**src/rtl/diag_led_pkg.sv**
```systemverilog
package diag_led_pkg;
    localparam int LED_W      = 8;
    localparam int SEL_W      = 4;
    localparam int NUM_PORTS  = 3;
    localparam int SPACE_N    = 4;
    localparam int IRQ_N      = 4;
    localparam int LINK_N     = 4;
    localparam int FLASH_W    = 2;
    localparam int FPGA_W     = 3;

    // view codes; ports occupy PORT_BASE .. PORT_BASE+NUM_PORTS-1
    localparam int VIEW_LINK   = 0;
    localparam int VIEW_USER   = 1;
    localparam int VIEW_DIP    = 2;
    localparam int VIEW_SWITCH = 3;
    localparam int PORT_BASE   = 4;

    // bit placement in the switch view
    localparam int FLASH_LSB  = 4;
    localparam int FPGA_LSB   = 0;
endpackage

```
**src/rtl/diag_led_space_trk.sv**
```systemverilog
module diag_led_space_trk #(
    parameter int SPACES = diag_led_pkg::SPACE_N
) (
    input  logic              clk,
    input  logic              rst_n,
    input  logic [SPACES-1:0] stb_i,
    output logic [SPACES-1:0] view_o
);
    typedef struct packed {
        logic [SPACES-1:0] prev;
        logic [SPACES-1:0] last;
    } trk_t;

    trk_t              st_d, st_q;
    logic [SPACES-1:0] start;
    logic [SPACES-1:0] pick;

    always_comb begin
        start = stb_i & ~st_q.prev;
        pick  = '0;
        // later (higher) indices overwrite: memory has top priority
        for (int i = 0; i < SPACES; i++) begin
            if (start[i]) begin
                pick    = '0;
                pick[i] = 1'b1;
            end
        end
        st_d.prev = stb_i;
        st_d.last = (|start) ? pick : st_q.last;
        view_o    = st_d.last;
    end

    always_ff @(posedge clk) begin
        if (!rst_n) st_q <= '0;
        else        st_q <= st_d;
    end

    assert_space_onehot_R8: assert property (@(posedge clk) disable iff (!rst_n)
        $onehot0(st_q.last));

    assert_top_space_wins_R10: assert property (@(posedge clk) disable iff (!rst_n)
        (stb_i[SPACES-1] && !st_q.prev[SPACES-1]) |-> view_o[SPACES-1]);

    // with no strobe rising, the record keeps its value
    assert_record_holds_R9: assert property (@(posedge clk) disable iff (!rst_n)
        ((stb_i & ~st_q.prev) == '0) |=> $stable(st_q.last));
endmodule

```
**src/rtl/diag_led_view_mux.sv**
```systemverilog
module diag_led_view_mux
    import diag_led_pkg::*;
#(
    parameter int PORTS  = NUM_PORTS,
    parameter int SPACES = SPACE_N,
    parameter int IRQS   = IRQ_N
) (
    input  logic [SEL_W-1:0]        sel_i,
    input  logic [LINK_N-1:0]       link_i,
    input  logic [LED_W-1:0]        user_i,
    input  logic [LED_W-1:0]        dip_i,
    input  logic [FLASH_W-1:0]      flash_i,
    input  logic [FPGA_W-1:0]       fpga_i,
    input  logic [PORTS*IRQS-1:0]   irq_i,
    input  logic [PORTS*SPACES-1:0] space_i,
    output logic [LED_W-1:0]        view_o
);
    localparam int PORT_VIEW_W = IRQS + SPACES;

    always_comb begin
        view_o = '0;
        case (sel_i)
            SEL_W'(VIEW_LINK):   view_o[LINK_N-1:0] = link_i;
            SEL_W'(VIEW_USER):   view_o = user_i;
            SEL_W'(VIEW_DIP):    view_o = dip_i;
            SEL_W'(VIEW_SWITCH): begin
                view_o[FLASH_LSB +: FLASH_W] = flash_i;
                view_o[FPGA_LSB  +: FPGA_W]  = fpga_i;
            end
            default: begin
                for (int p = 0; p < PORTS; p++) begin
                    if (sel_i == SEL_W'(PORT_BASE + p)) begin
                        view_o[PORT_VIEW_W-1:0] = {irq_i[p*IRQS +: IRQS],
                                                   space_i[p*SPACES +: SPACES]};
                    end
                end
            end
        endcase
    end
endmodule

```
**src/rtl/diag_led_mux.sv**
```systemverilog
module diag_led_mux
    import diag_led_pkg::*;
#(
    parameter int PORTS  = NUM_PORTS,
    parameter int SPACES = SPACE_N,
    parameter int IRQS   = IRQ_N
) (
    input  logic                    clk,
    input  logic                    rst_n,
    input  logic [SEL_W-1:0]        led_sel_i,
    input  logic                    pll_lock_i,
    input  logic                    polling_i,
    input  logic                    l0_i,
    input  logic                    link_up_i,
    input  logic [LED_W-1:0]        user_led_i,
    input  logic [LED_W-1:0]        dip_sw_i,
    input  logic [FLASH_W-1:0]      flash_sel_i,
    input  logic [FPGA_W-1:0]       fpga_sel_i,
    input  logic [PORTS*IRQS-1:0]   port_irq_i,
    input  logic [PORTS*SPACES-1:0] port_space_stb_i,
    output logic [LED_W-1:0]        led_o
);
    localparam int FIRST_DARK = PORT_BASE + PORTS;

    typedef struct packed {
        logic [LED_W-1:0] led;
    } out_t;

    logic [PORTS*SPACES-1:0] space_view;
    logic [LED_W-1:0]        view;
    out_t                    out_d, out_q;

    for (genvar p = 0; p < PORTS; p++) begin : g_trk
        diag_led_space_trk #(.SPACES(SPACES)) u_trk (
            .clk    (clk),
            .rst_n  (rst_n),
            .stb_i  (port_space_stb_i[p*SPACES +: SPACES]),
            .view_o (space_view[p*SPACES +: SPACES])
        );

        assert_port_irq_live_R7: assert property (@(posedge clk) disable iff (!rst_n)
            (led_sel_i == SEL_W'(PORT_BASE + p)) |=>
                (led_o[SPACES +: IRQS] == $past(port_irq_i[p*IRQS +: IRQS])));
    end

    diag_led_view_mux #(.PORTS(PORTS), .SPACES(SPACES), .IRQS(IRQS)) u_mux (
        .sel_i   (led_sel_i),
        .link_i  ({link_up_i, l0_i, polling_i, pll_lock_i}),
        .user_i  (user_led_i),
        .dip_i   (dip_sw_i),
        .flash_i (flash_sel_i),
        .fpga_i  (fpga_sel_i),
        .irq_i   (port_irq_i),
        .space_i (space_view),
        .view_o  (view)
    );

    always_comb begin
        out_d.led = view;
    end

    always_ff @(posedge clk) begin
        if (!rst_n) out_q <= '0;
        else        out_q <= out_d;
    end

    assign led_o = out_q.led;

    assert_dark_codes_R11: assert property (@(posedge clk) disable iff (!rst_n)
        (led_sel_i >= SEL_W'(FIRST_DARK)) |=> (led_o == '0));

    assert_link_upper_off_R3: assert property (@(posedge clk) disable iff (!rst_n)
        (led_sel_i == SEL_W'(VIEW_LINK)) |=> (led_o[LED_W-1:LINK_N] == '0));

    assert_user_copy_R4: assert property (@(posedge clk) disable iff (!rst_n)
        (led_sel_i == SEL_W'(VIEW_USER)) |=> (led_o == $past(user_led_i)));

    assert_dip_copy_R5: assert property (@(posedge clk) disable iff (!rst_n)
        (led_sel_i == SEL_W'(VIEW_DIP)) |=> (led_o == $past(dip_sw_i)));

    assert_switch_gaps_R6: assert property (@(posedge clk) disable iff (!rst_n)
        (led_sel_i == SEL_W'(VIEW_SWITCH)) |=> (led_o[7:6] == 2'b00 && !led_o[3]));
endmodule

```
**config.mk**
```make
export PLATFORM = sky130hd
export DESIGN_NAME = diag_led_mux
export DESIGN_NICKNAME = d
export VERILOG_FILES = /design/src/rtl/diag_led_pkg.sv /design/src/rtl/diag_led_space_trk.sv /design/src/rtl/diag_led_view_mux.sv /design/src/rtl/diag_led_mux.sv
export SDC_FILE = /design/constraint.sdc
export NUM_CORES = 1
export LEC_CHECK = 0
export BUFFER_PORTS_ARGS = -buffer_cell sky130_fd_sc_hd__buf_2
export CORE_MARGIN = 1
export CORE_UTILIZATION = 25
export DETAILED_ROUTE_END_ITERATION = 8
export PLACE_DENSITY = 0.52
export SETUP_SLACK_MARGIN = 0.1
export SYNTH_ARGS = -nofsm -noshare
export SYNTH_HDL_FRONTEND = slang
export SYNTH_SLANG_ARGS = --single-unit
export TNS_END_PERCENT = 5
```
**constraint.sdc**
```tcl
create_clock -name clk -period 2 [get_ports clk]
set_input_delay 0.3 -clock clk [delete_from_list [all_inputs] [get_ports clk]]
set_output_delay 0.3 -clock clk [all_outputs]
set_load 0.02 [all_outputs]
```
Yosys cells after proc, flatten, opt, wreduce, memory -nomap -nowiden

Cells that the tools add are included.

Add/sub/neg operators: 0
$mul: 0
Div/mod/pow operators: 0
Order comparisons: 0
Eq/ne operators: 6
Shifts and indexed selects: 0
Mux-type cells: 22
Bitwise gates (word level): 6
Reductions and logical operators: 5

Operator list:

| cell                 | count |
|---|---|
| $mux W4              | 6 |
| $mux W8              | 3 |
| $and A4 B4 Y4        | 3 |
| $eq A4 B3 Y1 const B | 3 |
| $not A4 Y4           | 3 |
| $pmux W3 S4          | 1 |
| $reduce_or A4 Y1     | 3 |
| $mux W3              | 3 |
| $eq A4 B2 Y1 const B | 2 |
| $pmux W2 S4          | 1 |
| $mux W2              | 3 |
| $pmux W2 S3          | 1 |
| $eq A4 B1 Y1 const B | 1 |
| $logic_not A4 Y1     | 1 |
| $pmux W1 S4          | 1 |
| $mux W1              | 3 |
| $reduce_or A2 Y1     | 1 |

Register bits after elaboration: 32
Bits in latches: 0
Memory bits (writable): 0
ROM bits: 0
Output and inout bits: 8
Logic and storage cells: 46
Memories kept: 0

Longest topological paths before layout

Gate-level depths: netlist (run 1).

Depth in word-level cells: 11
Mapped depth: 5

By module

Synthesis (run 1) repeated with hierarchy kept, for this count alone.

Cells, all modules: 177
Area total of the unflattened synthesis: 1720.4 um^2

By module, submodules not included:

| module             | instances | cells each | area an instance (um^2) |
|---|---|---|---|
| diag_led_space_trk | 3         | 34         | 342.8 |
| diag_led_view_mux  | 1         | 59         | 481.7 |
| diag_led_mux       | 1         | 16         | 210.2 |

Worst setup path after synthesis (run 1)

No wires, ideal clock.

Kind: input to register
Start point: input led_sel_i[0]
End point: register out_q, in the netlist led_o[2]
Setup time: 0.081 ns
Arrival time: 1.336 ns
Data required time: 1.919 ns
Setup slack: 0.583 ns
Stages on the path: 3
Path buffers: 0
Cell sequence: or4b_1 or3_1 a41oi_1

Word-level cells in the longest chain between the ends: 5
Elaborated cells between the ends (all ways): 11
Those cells by class: eq/ne: 6; mux: 4; reduce/logical: 1

Ends and longest elaborated chain:

| what                  | line                    | text |
|---|---|---|
| from (decl)           | diag_led_mux.sv:10      | `input logic [SEL_W-1:0] led_sel_i,` |
| $eq A4 B3 Y1          | diag_led_view_mux.sv:32 | `if (sel_i == SEL_W'(PORT_BASE + p)) begin` |
| $mux W8 (3 in series) | diag_led_view_mux.sv:32 |  |
| $pmux W3 S4 *         | diag_led_view_mux.sv:22 | `case (sel_i)` |
| to (signal assigned)  | diag_led_mux.sv:64      | `else out_q <= out_d;` |
| to (decl)             | diag_led_mux.sv:31      | `out_t out_d, out_q;` |

Every way passes the cells marked *; elsewhere a longest branch is shown, timed or not.
A chain may end at the register's enable or synchronous reset.

Worst setup path in the final report (run 1)

Start point: input led_sel_i[1]
End point: register out_q, in the netlist led_o[0]

The elaborated chain is that of the path after synthesis.

==> metrics.yaml, run 1 <==
ant_nets: 0
core_area_mm2: 0.00564
p_per_area_mw_per_mm2: 783
ys.warnings.count: 0
numCtsBuffers: 5
grt_first_pass_wirelength_um: 6510
grt_pass1_vias: 1384
antenna_cells: 0
cts_max_level: 2
tns_ps: 0
final-hold-violation-count: 0
wl_per_cell_um: 12.6
slew_viol_final: 0
irDropWorstVdd_v: 0.000240
vias: 1385
grt_max_degree: 31
critPathKind: "in2reg"
power_mw: 1.57
syn_area_mm2: 0.00149
cts.sinks: 32
worst_pin_slew_ps: 463
synth_nets: 213
fillers: 597
cp_data_required_time_ps: 2210
routed_wl_um: 3730
period_needed_ps: 1440
num_rows: 27
drt-vias-per-instance: 4.68
finalSetupViolations: 0
drt_iter0_drc: 112
synth_cell_types: 39
synth_flop_cell: "dfxtp_1"
grt_setup_unrepaired: "no"
startpoint_type: "input pin"
cts_tree: "done"
drive_gt1_frac: 0.366
cts-hold-fix-buffers: 0
netlist_instances: 158
areaGrowthSynthToFinish_pct: 34.4
die_h_um: 79.3
worst_setup_path_end_kind: "register"
cts-root-buf: "clkbuf_8"
crit_arrival_ps: 1650
r2r_setup_slack_ps: 620
io_pins: 63
status: "finished, final reports clean"
yosys.area.top_type_share: 0.429
clk_latency_ps: 280
place.gp.congestion: 0.796
die-area_mm2: 0.00629
yosys-top-cells-area: "dfxtp_1, and2_1, nand2b_1"
p_leak_nw: 0.863
grt_remaining_overflow: 0
synth-edff-count: 0
nNetsFinal: 278
fmax_mhz: 697
slew_headroom: 0.691
path_clk_slew_ps: 70
async_flop_share: 0
avgSynthCellArea_um2: 9.46
dp_hpwl_um: 2880
dp_slack_ps: 278
cts_buffer_depth: 2
maxCapViolations: 0
fin_skew_ps: 2.82
cts_setup_buffers: 0
remaining_drc_errors: 0
setup_ws_ps: 564
cts-resized-gates: 0
regArea_um2: 641
min-delay-path-class: "in2reg"
start_util: 0.265
port_buffers: 62
multi_input_area_um2: 822
grt_usage: 0.134
die_x_um: 79.3
ys_seq_area_frac: 0.429
antenna_found_initial: 0
cp_max_fo: 13
yosysTopAreaCell: "dfxtp_1"
dr.pass1.iters: 4
synth-seq-cells: 32
fin_crit_sh: 0.718
[layer usage]
layer  global-route usage  vias to the layer above  wire [um]
li1                     -                      707          -
met2                0.213                       47       1730
met3               0.0402                        5        253
met4               0.0491                        0         59
met5                    0                        -          0
met1                0.169                      626       1690
[report_power, final]
| part | internal, mW | leakage [nW] | total, mW | switching, mW |
|---|---|---|---|---|
| Sequential | 0.670 | 0.264 | 0.679 | 0.00896 |
| Combinational | 0.109 | 0.535 | 0.221 | 0.112 |
| Clock | 0.439 | 0.0645 | 0.672 | 0.233 |
[stage by stage]
step	hold slack, ps	util	cells	instance area [um^2]
final	233	0.356	296	2010
after global routing	221	0.356	296	2010
after CTS	228	0.356	296	2010
after detailed placement	510	0.334	288	1880
after global placement	497	0.334	288	1880
after floorplan	401	-	158	1490
[area by class of cell]
type | count | area share
clock buffers | 7 | 0.0480
clock inverters | 1 | 0.0150
inverters | 1 | 0.00187
multi-input cells | 119 | 0.409
flip-flops and latches | 32 | 0.319
well taps | 72 | 0.0449
repair buffers | 64 | 0.162
[sequential cells by signal, indices dropped and copies added (netlist names)]
name / flops
g_trk.u_trk.st_q: 24
led_o: 8
[worst paths after layout]
check	startpoint	end	depth (start not counted)
setup / recovery	led_sel_i[1]	led_o[0]	5
hold / removal	port_space_stb_i[11]	g_trk[2].u_trk.st_q[7]	2
setup reg to reg	g_trk[2].u_trk.st_q[4]	led_o[0]	5
hold reg to reg	g_trk[0].u_trk.st_q[0]	g_trk[0].u_trk.st_q[0]	2
[critical path, cell delays in order]
cell	delay [ps]
buf_2	180
and2b_1	300
nand3b_1	160
or4_1	540
a31oi_1	160
[layout by cell type (no fill, tap or decap), types with 2 or more instances in the layout]
master    synthesis  routed
buf_4             0       2
nand2b_1         11      11
nor2_1            7       7
nand2_1           9       9
nor2b_1          10      10
a22oi_1           4       4
nor3b_1           3       3
nand3b_1          2       2
mux2i_1           3       3
dfxtp_1          32      32
o21ai_0           5       5
and3b_2           2       2
o31a_1            2       2
and2_1           13      13
a41oi_1           4       4
or2_2             3       3
mux4_2            3       3
a21oi_1           6       6
buf_2             4      62
a221o_1           2       2
a31oi_1           8       8
or3_1             3       3
clkbuf_8          0       7
a21boi_0          2       2
and2b_1           3       3
[kinds of logic after synthesis]
logic type	after synthesis	synth area share
buf+inv	7	0.0209
mux	6	0.0653
simple gates	74	0.302
compound gates	39	0.183
flops	32	0.429
[cell usage after synthesis (all sizes together), types with 3 or more instances]
library cell / n
a21oi: 6
a22oi: 4
a31oi: 8
a41oi: 4
and2: 13
and2b: 4
buf: 4
dfxtp: 32
mux2i: 3
mux4: 3
nand2: 9
nand2b: 11
nor2: 7
nor2b: 11
nor3b: 3
o21ai: 5
or2: 3
or3: 3
Power figures use the tool's default switching activity.
==> run 2: changes to the inputs <==
==> constraint.sdc (replaced) <==
create_clock -name clk -period 1.43 [get_ports clk]
set_input_delay 0.2145 -clock clk [delete_from_list [all_inputs] [get_ports clk]]
set_output_delay 0.2145 -clock clk [all_outputs]
set_load 0.02 [all_outputs]
==> run 2 against run 1 <==
Non-clock buffer count increased by 19. Clock skew increased by 1.7 ps. Hold slack got worse by 88 ps. First-iteration DRC count decreased by 48%. Combinational power increased by 69%. Clock power increased by 7.9%. Sequential power increased by 40%. Global-route usage decreased by 0.055 points. Wire length increased by 7.2%. Worst setup slack got worse by 440 ps. Power increased by 30%. Count of clock-buffer cells in the layout decreased by 1.
==> metrics.yaml, run 2 (synthesis results as in run 1) <==
dpl_cell_area_mm2: 0.00202  # was 0.00188 mm^2
worst_pin_slew_ps: 391  # was 463 ps
p_leak_nw: 0.954  # was 0.863 nW
die_h_um: 79.3  # unchanged
slew_headroom: 0.736  # was 0.691
grt_pass1_vias: 1410  # was 1384
design_area_mm2: 0.00220  # was 0.00201 mm^2
p_switching_mw: 0.532  # was 0.353 mW
critPathKind: "reg2reg"  # was in2reg
core_area_mm2: 0.00564  # unchanged
place.gp.congestion: 0.796  # about the same
drt-vias-per-instance: 4.64  # was 4.68
period_needed_ps: 1310
worst_setup_path_end_kind: "register"  # unchanged
start_util: 0.265  # unchanged
crit_arrival_ps: 1480  # was 1650 ps
cts-root-buf: "clkbuf_8"  # unchanged
final_util: 0.389  # was 0.356
finalSetupViolations: 0  # unchanged
clockPowerShare: 0.353  # was 0.427
antenna_cells: 0  # unchanged
startpoint_type: "register"  # was input pin
maxCapViolations: 0  # unchanged
power_frac_seq: 0.464  # was 0.432
nNetsFinal: 297  # was 278
numCtsBuffers: 5  # unchanged
max_flop_register: "g_trk.u_trk.st_q"  # unchanged
final-hold-violation-count: 0  # unchanged
cp_data_required_time_ps: 1600  # was 2210 ps
cts_max_level: 2  # unchanged
largest_register_ffs: 24  # unchanged
cts_tree: "done"  # unchanged
drive_gt1_frac: 0.465  # was 0.366
num_rows: 27  # unchanged
drt_iter0_drc: 58  # was 112
power_mw: 2.05  # was 1.57 mW
die-area_mm2: 0.00629  # unchanged
io_pins: 63  # unchanged
clk_latency_ps: 280  # about the same
power_frac_comb: 0.183  # was 0.140
slew_viol_final: 0  # unchanged
internal-power_mw: 1.52  # was 1.22 mW
remaining_drc_errors: 0  # unchanged
layout_commonest_cell: "buf_2"  # unchanged
grt_remaining_overflow: 0  # unchanged
min-delay-path-class: "in2reg"  # unchanged
grt_first_pass_wirelength_um: 6420  # was 6510 um
netSwitchingFraction: 0.260  # was 0.225
cp_max_fo: 4  # was 13
ant_nets: 0  # unchanged
p_per_area_mw_per_mm2: 933  # was 783 mW/mm^2
holdWs_ps: 145  # was 233 ps
irDropWorstVdd_v: 0.000405  # was 0.000240 V
vias: 1463  # was 1385
layout_common_cells: "buf_2, dfxtp_1, buf_4, and2_1"  # was buf_2, dfxtp_1, and2_1, nand2b_1, nor2b_1
path_clk_slew_ps: 70  # about the same
areaGrowthSynthToFinish_pct: 47.1  # was 34.4%
grt_usage: 0.133  # was 0.134
dp_hpwl_um: 3070  # was 2880 um
cts_buffer_depth: 2  # unchanged
wl_per_cell_um: 12.7  # was 12.6 um
grt_max_degree: 26  # was 31
routed_wl_um: 4000  # was 3730 um
cts.sinks: 32  # unchanged
grt_setup_unrepaired: "yes"  # was no
dr.pass1.iters: 4  # unchanged
fin_skew_ps: 4.53  # was 2.82 ps
fmax_mhz: 765
port_buffers: 62  # unchanged
die_x_um: 79.3  # unchanged
fin_crit_sh: 0.914
antenna_found_initial: 0  # unchanged
status: "finished, final reports clean"  # unchanged
[run 2: metrics by stage]
step                      setup WS (ps)  setup TNS [ps]  std cells
final                               124               0        315
after global routing               63.8               0        315
after CTS                          88.1               0        314
after detailed placement          -91.9            -229        306
after global placement            -70.8            -148        306
after floorplan                     121               0        158
[run 2: power by group through the flow]
| stage | combinational [mW] | clock (mW) | sequential [mW] |
|---|---|---|---|
| floorplan | 0.166 | 0 | 0.983 |
| global placement | 0.348 | 0 | 0.970 |
| detailed placement | 0.349 | 0 | 0.970 |
| CTS | 0.358 | 0.752 | 0.951 |
| global route | 0.409 | 0.785 | 0.956 |
| finish | 0.374 | 0.725 | 0.952 |
[run 2: area by class of cell]
class	instances	area (um^2)
Clock buffer	6	82.6
Inverter	1	3.75
Clock inverter	2	10.0
Tap cell	72	90.1
Timing Repair Buffer	83	472
Fill cell	585	3440
Sequential cell	32	642
Multi-Input combinational cell	119	897
[run 2: worst paths after layout]
kind	cells after the start	startpoint	slack, ps	to
max reg2reg	5	g_trk[2].u_trk.st_q[7]	120	led_o[3]
min reg2reg	2	g_trk[0].u_trk.st_q[2]	520	g_trk[0].u_trk.st_q[2]
min	2	port_space_stb_i[11]	140	g_trk[2].u_trk.st_q[7]
max	5	g_trk[2].u_trk.st_q[7]	120	led_o[3]
[run 2: per-layer routing]
layer / vias up / wire [um] / share of wire / global-route usage
li1: 743 / - / - / -
met3: 4 / 173 / 0.043 / 0.0345
met4: 0 / 53 / 0.013 / 0.0636
met1: 671 / 1870 / 0.47 / 0.166
met5: - / 0 / 0 / 0
met2: 45 / 1900 / 0.48 / 0.212
[run 2: worst max-delay path, cell delays in order, from the launching register on]
cell and delay (ps):
dfxtp_1 300, and2b_2 240, buf_6 130, a41oi_2 170, nor2_1 70, o31a_1 290
[run 2: repair_timing]
action | 4_1_cts | 5_1_grt
resized for setup | 4 | 10
hold buffers | 0 | 0
buffers inserted | 0 | 1
pin swaps | 0 | 5
endpoints found under the setup margin | 2 | 4
==> run 3: changes to the inputs <==
--- a/config.mk
+++ b/config.mk
@@ -5,6 +5,7 @@
 export SDC_FILE = /design/constraint.sdc
 export NUM_CORES = 1
 export LEC_CHECK = 0
+export ABC_AREA = 1
 export BUFFER_PORTS_ARGS = -buffer_cell sky130_fd_sc_hd__buf_2
 export CORE_MARGIN = 1
 export CORE_UTILIZATION = 25
==> run 3 against run 2 <==
Sequential share of layout area up 1.7 points. Fmax up 9.6%. Flip-flop and latch count unchanged. Global-route usage hardly changed. Critical path depth increased by 5. Power up 2.5%. Core utilization shrank 4.1 points. Non-clock buffer count decreased by 18. Worst setup slack improved by 110 ps. Register-to-register slack better by 110 ps. Die area up 3.3%. Cell area decreased by 5.6%. Critical endpoint is now led_o[2].
==> metrics.yaml, run 3 <==
cts-resized-gates: 0  # was 4
largest_register_ffs: 24  # unchanged
cts_setup_buffers: 0  # unchanged
min-delay-path-class: "in2reg"  # unchanged
cts-root-buf: "clkbuf_8"  # unchanged
yosysTopAreaCell: "dfxtp_1"  # unchanged
antenna_found_initial: 0  # unchanged
netlist_instances: 239  # was 158
period_needed_ps: 1190  # was 1310 ps
critPathKind: "reg2reg"  # unchanged
layout_commonest_cell: "nand2_1"  # was buf_2
die-area_mm2: 0.00649  # was 0.00629 mm^2
clk_latency_ps: 280  # about the same
areaGrowthSynthToFinish_pct: 34.4  # was 47.1%
cts_buffer_depth: 2  # unchanged
remaining_drc_errors: 0  # unchanged
path_clk_slew_ps: 70  # about the same
grt_setup_unrepaired: "no"  # was yes
cp_data_required_time_ps: 1650  # was 1600 ps
yosys.area.top_type_share: 0.415  # was 0.429
vias: 1567  # was 1463
grt_usage: 0.133  # about the same
io_pins: 63  # unchanged
start_util: 0.259  # was 0.265
crit_arrival_ps: 1410  # was 1480 ps
multi_input_area_um2: 756  # was 897 um^2
place.gp.congestion: 0.801  # was 0.796
synth_nets: 294  # was 213
synth_most_common_cell: "nand2_1"  # was dfxtp_1
max_stage_delay_ps: 310  # was 300 ps
slew_viol_final: 0  # unchanged
syn_area_mm2: 0.00154  # was 0.00149 mm^2
synth-edff-count: 0  # unchanged
dp_hpwl_um: 3150  # was 3070 um
ys_seq_area_frac: 0.415  # was 0.429
synth_cell_types: 23  # was 39
p_leak_nw: 1.13  # was 0.954 nW
layout_common_cells: "nand2_1, buf_2, inv_1, dfxtp_1, nor2_1"  # was buf_2, dfxtp_1, buf_4, and2_1
grt_max_degree: 15  # was 26
yosys-top-cells-area: "dfxtp_1, nand2_1, inv_1"  # was dfxtp_1, and2_1, nand2b_1
drt-vias-per-instance: 4.07  # was 4.64
max_flop_register: "g_trk.u_trk.st_q"  # unchanged
grt_first_pass_wirelength_um: 6510  # was 6420 um
worst_setup_path_end_kind: "register"  # unchanged
worst_pin_slew_ps: 468  # was 391 ps
startpoint_type: "register"  # unchanged
async_flop_share: 0  # unchanged
slew_headroom: 0.686  # was 0.736
irDropWorstVdd_v: 0.000439  # was 0.000405 V
regArea_um2: 641  # was 642 um^2
dp_slack_ps: 132  # was -91.9 ps
cts-hold-fix-buffers: 0  # unchanged
die_x_um: 80.6  # was 79.3 um
grt_pass1_vias: 1463  # was 1410
cts_max_level: 2  # unchanged
grt_remaining_overflow: 0  # unchanged
fin_skew_ps: 3.89  # was 4.53 ps
slowest_stage: "dfxtp_1"  # unchanged
avgSynthCellArea_um2: 6.46  # was 9.46 um^2
netlist_top_cells_count: "nand2_1, dfxtp_1, inv_1, nor2_1, nand3_1"  # was dfxtp_1, and2_1, nand2b_1, nor2b_1, nand2_1
core_area_mm2: 0.00596  # was 0.00564 mm^2
antenna_cells: 0  # unchanged
setup_ws_ps: 238  # was 124 ps
final-hold-violation-count: 0  # unchanged
fin_crit_sh: 0.834  # was 0.914
cp_max_fo: 4  # unchanged
finalSetupViolations: 0  # unchanged
routed_wl_um: 3870  # was 4000 um
drt_iter0_drc: 58  # unchanged
fmax_mhz: 839  # was 765 MHz
ant_nets: 0  # unchanged
synth-seq-cells: 32  # unchanged
tns_ps: 0  # unchanged
port_buffers: 62  # unchanged
status: "finished, final reports clean"  # unchanged
p_per_area_mw_per_mm2: 1010  # was 933 mW/mm^2
fillers: 669  # was 585
ys.warnings.count: 0  # unchanged
path_cells: "inv_1 > nand2_1 > nand2_1 > nor2_1 > nand2_1 > nand2_1 > nand2_1 > nand2_1 > nor2_1 > nor2_1"  # was and2b_2 > buf_6 > a41oi_2 > nor2_1 > o31a_1
die_h_um: 80.6  # was 79.3 um
cts.sinks: 32  # unchanged
path_common_cell: "nand2_1"
num_rows: 28  # was 27
nNetsFinal: 364  # was 297
wl_per_cell_um: 10.1  # was 12.7 um
numCtsBuffers: 5  # unchanged
drive_gt1_frac: 0.281  # was 0.465
synth_flop_cell: "dfxtp_1"  # unchanged
maxCapViolations: 0  # unchanged
dr.pass1.iters: 4  # unchanged
cts_tree: "done"  # unchanged
-- run 3: cell types whose count changed in the layout (fill, tap and decap cells not counted), moves of 4 or more --
cell and change:
a22oi_1 -4, a31oi_1 -8, and2_1 -13, buf_4 -17
inv_1 +31, nand2_1 +86, nand2b_1 -9, nand3_1 +18
nor2_1 +20, nor2b_1 -9
-- run 3: cells by family after synthesis --
group / count (synthesis) / synth area share
and+or+nand+nor: 156 / 0.445
DFF: 32 / 0.415
AOI/OAI and AO/OA: 12 / 0.0446
buffers and inverters: 39 / 0.0956
-- run 3: area by class of cell --
| cell class | instances | area share |
|---|---|---|
| clock buffers | 5 | 0.0332 |
| inverters | 37 | 0.0676 |
| clock inverters | 3 | 0.0205 |
| well taps | 75 | 0.0452 |
| multi-input cells | 168 | 0.364 |
| flip-flops and latches | 32 | 0.309 |
| repair buffers | 65 | 0.160 |
-- run 3: path summary, 6_finish.rpt --
| check | start | cells after the start | slack, ps | end |
|---|---|---|---|---|
| max | g_trk[2].u_trk.st_q[7] | 10 | 240 | led_o[2] |
| min | port_space_stb_i[4] | 3 | 120 | g_trk[1].u_trk.st_q[4] |
| max reg2reg | g_trk[2].u_trk.st_q[7] | 10 | 240 | led_o[2] |
| min reg2reg | g_trk[1].u_trk.st_q[3] | 2 | 470 | g_trk[1].u_trk.st_q[3] |
-- run 3: critical path, delay by kind of cell (launching register included) --
kind | cells | cell delay (ps)
flops | 1 | 310
buf+inv | 1 | 30
simple gates | 9 | 790
-- run 3: stage by stage --
step	cells	hold slack, ps	util	area [um^2]	power (mW)
6_report	385	125	0.348	2070	2.10
5_1_grt	385	129	0.348	2070	2.24
4_1_cts	385	116	0.348	2070	2.14
3_5_place_dp	377	412	0.330	1960	1.28
3_3_place_gp	377	409	0.330	1960	1.28
2_1_floorplan	239	308	-	1540	1.13
-- run 3: power by group --
part,leakage (nW),switching [mW],internal (mW)
registers,0.264,0.0111,0.936
logic,0.816,0.182,0.124
clock network,0.0541,0.333,0.515
total,1.13,0.526,1.58
-- run 3: per-layer routing --
layer,GRT usage,vias up,part of all wire
met2,0.210,52,0.43
met1,0.177,644,0.49
met5,0,-,0
li1,-,867,-
met3,0.0341,4,0.067
met4,0.0375,0,0.011
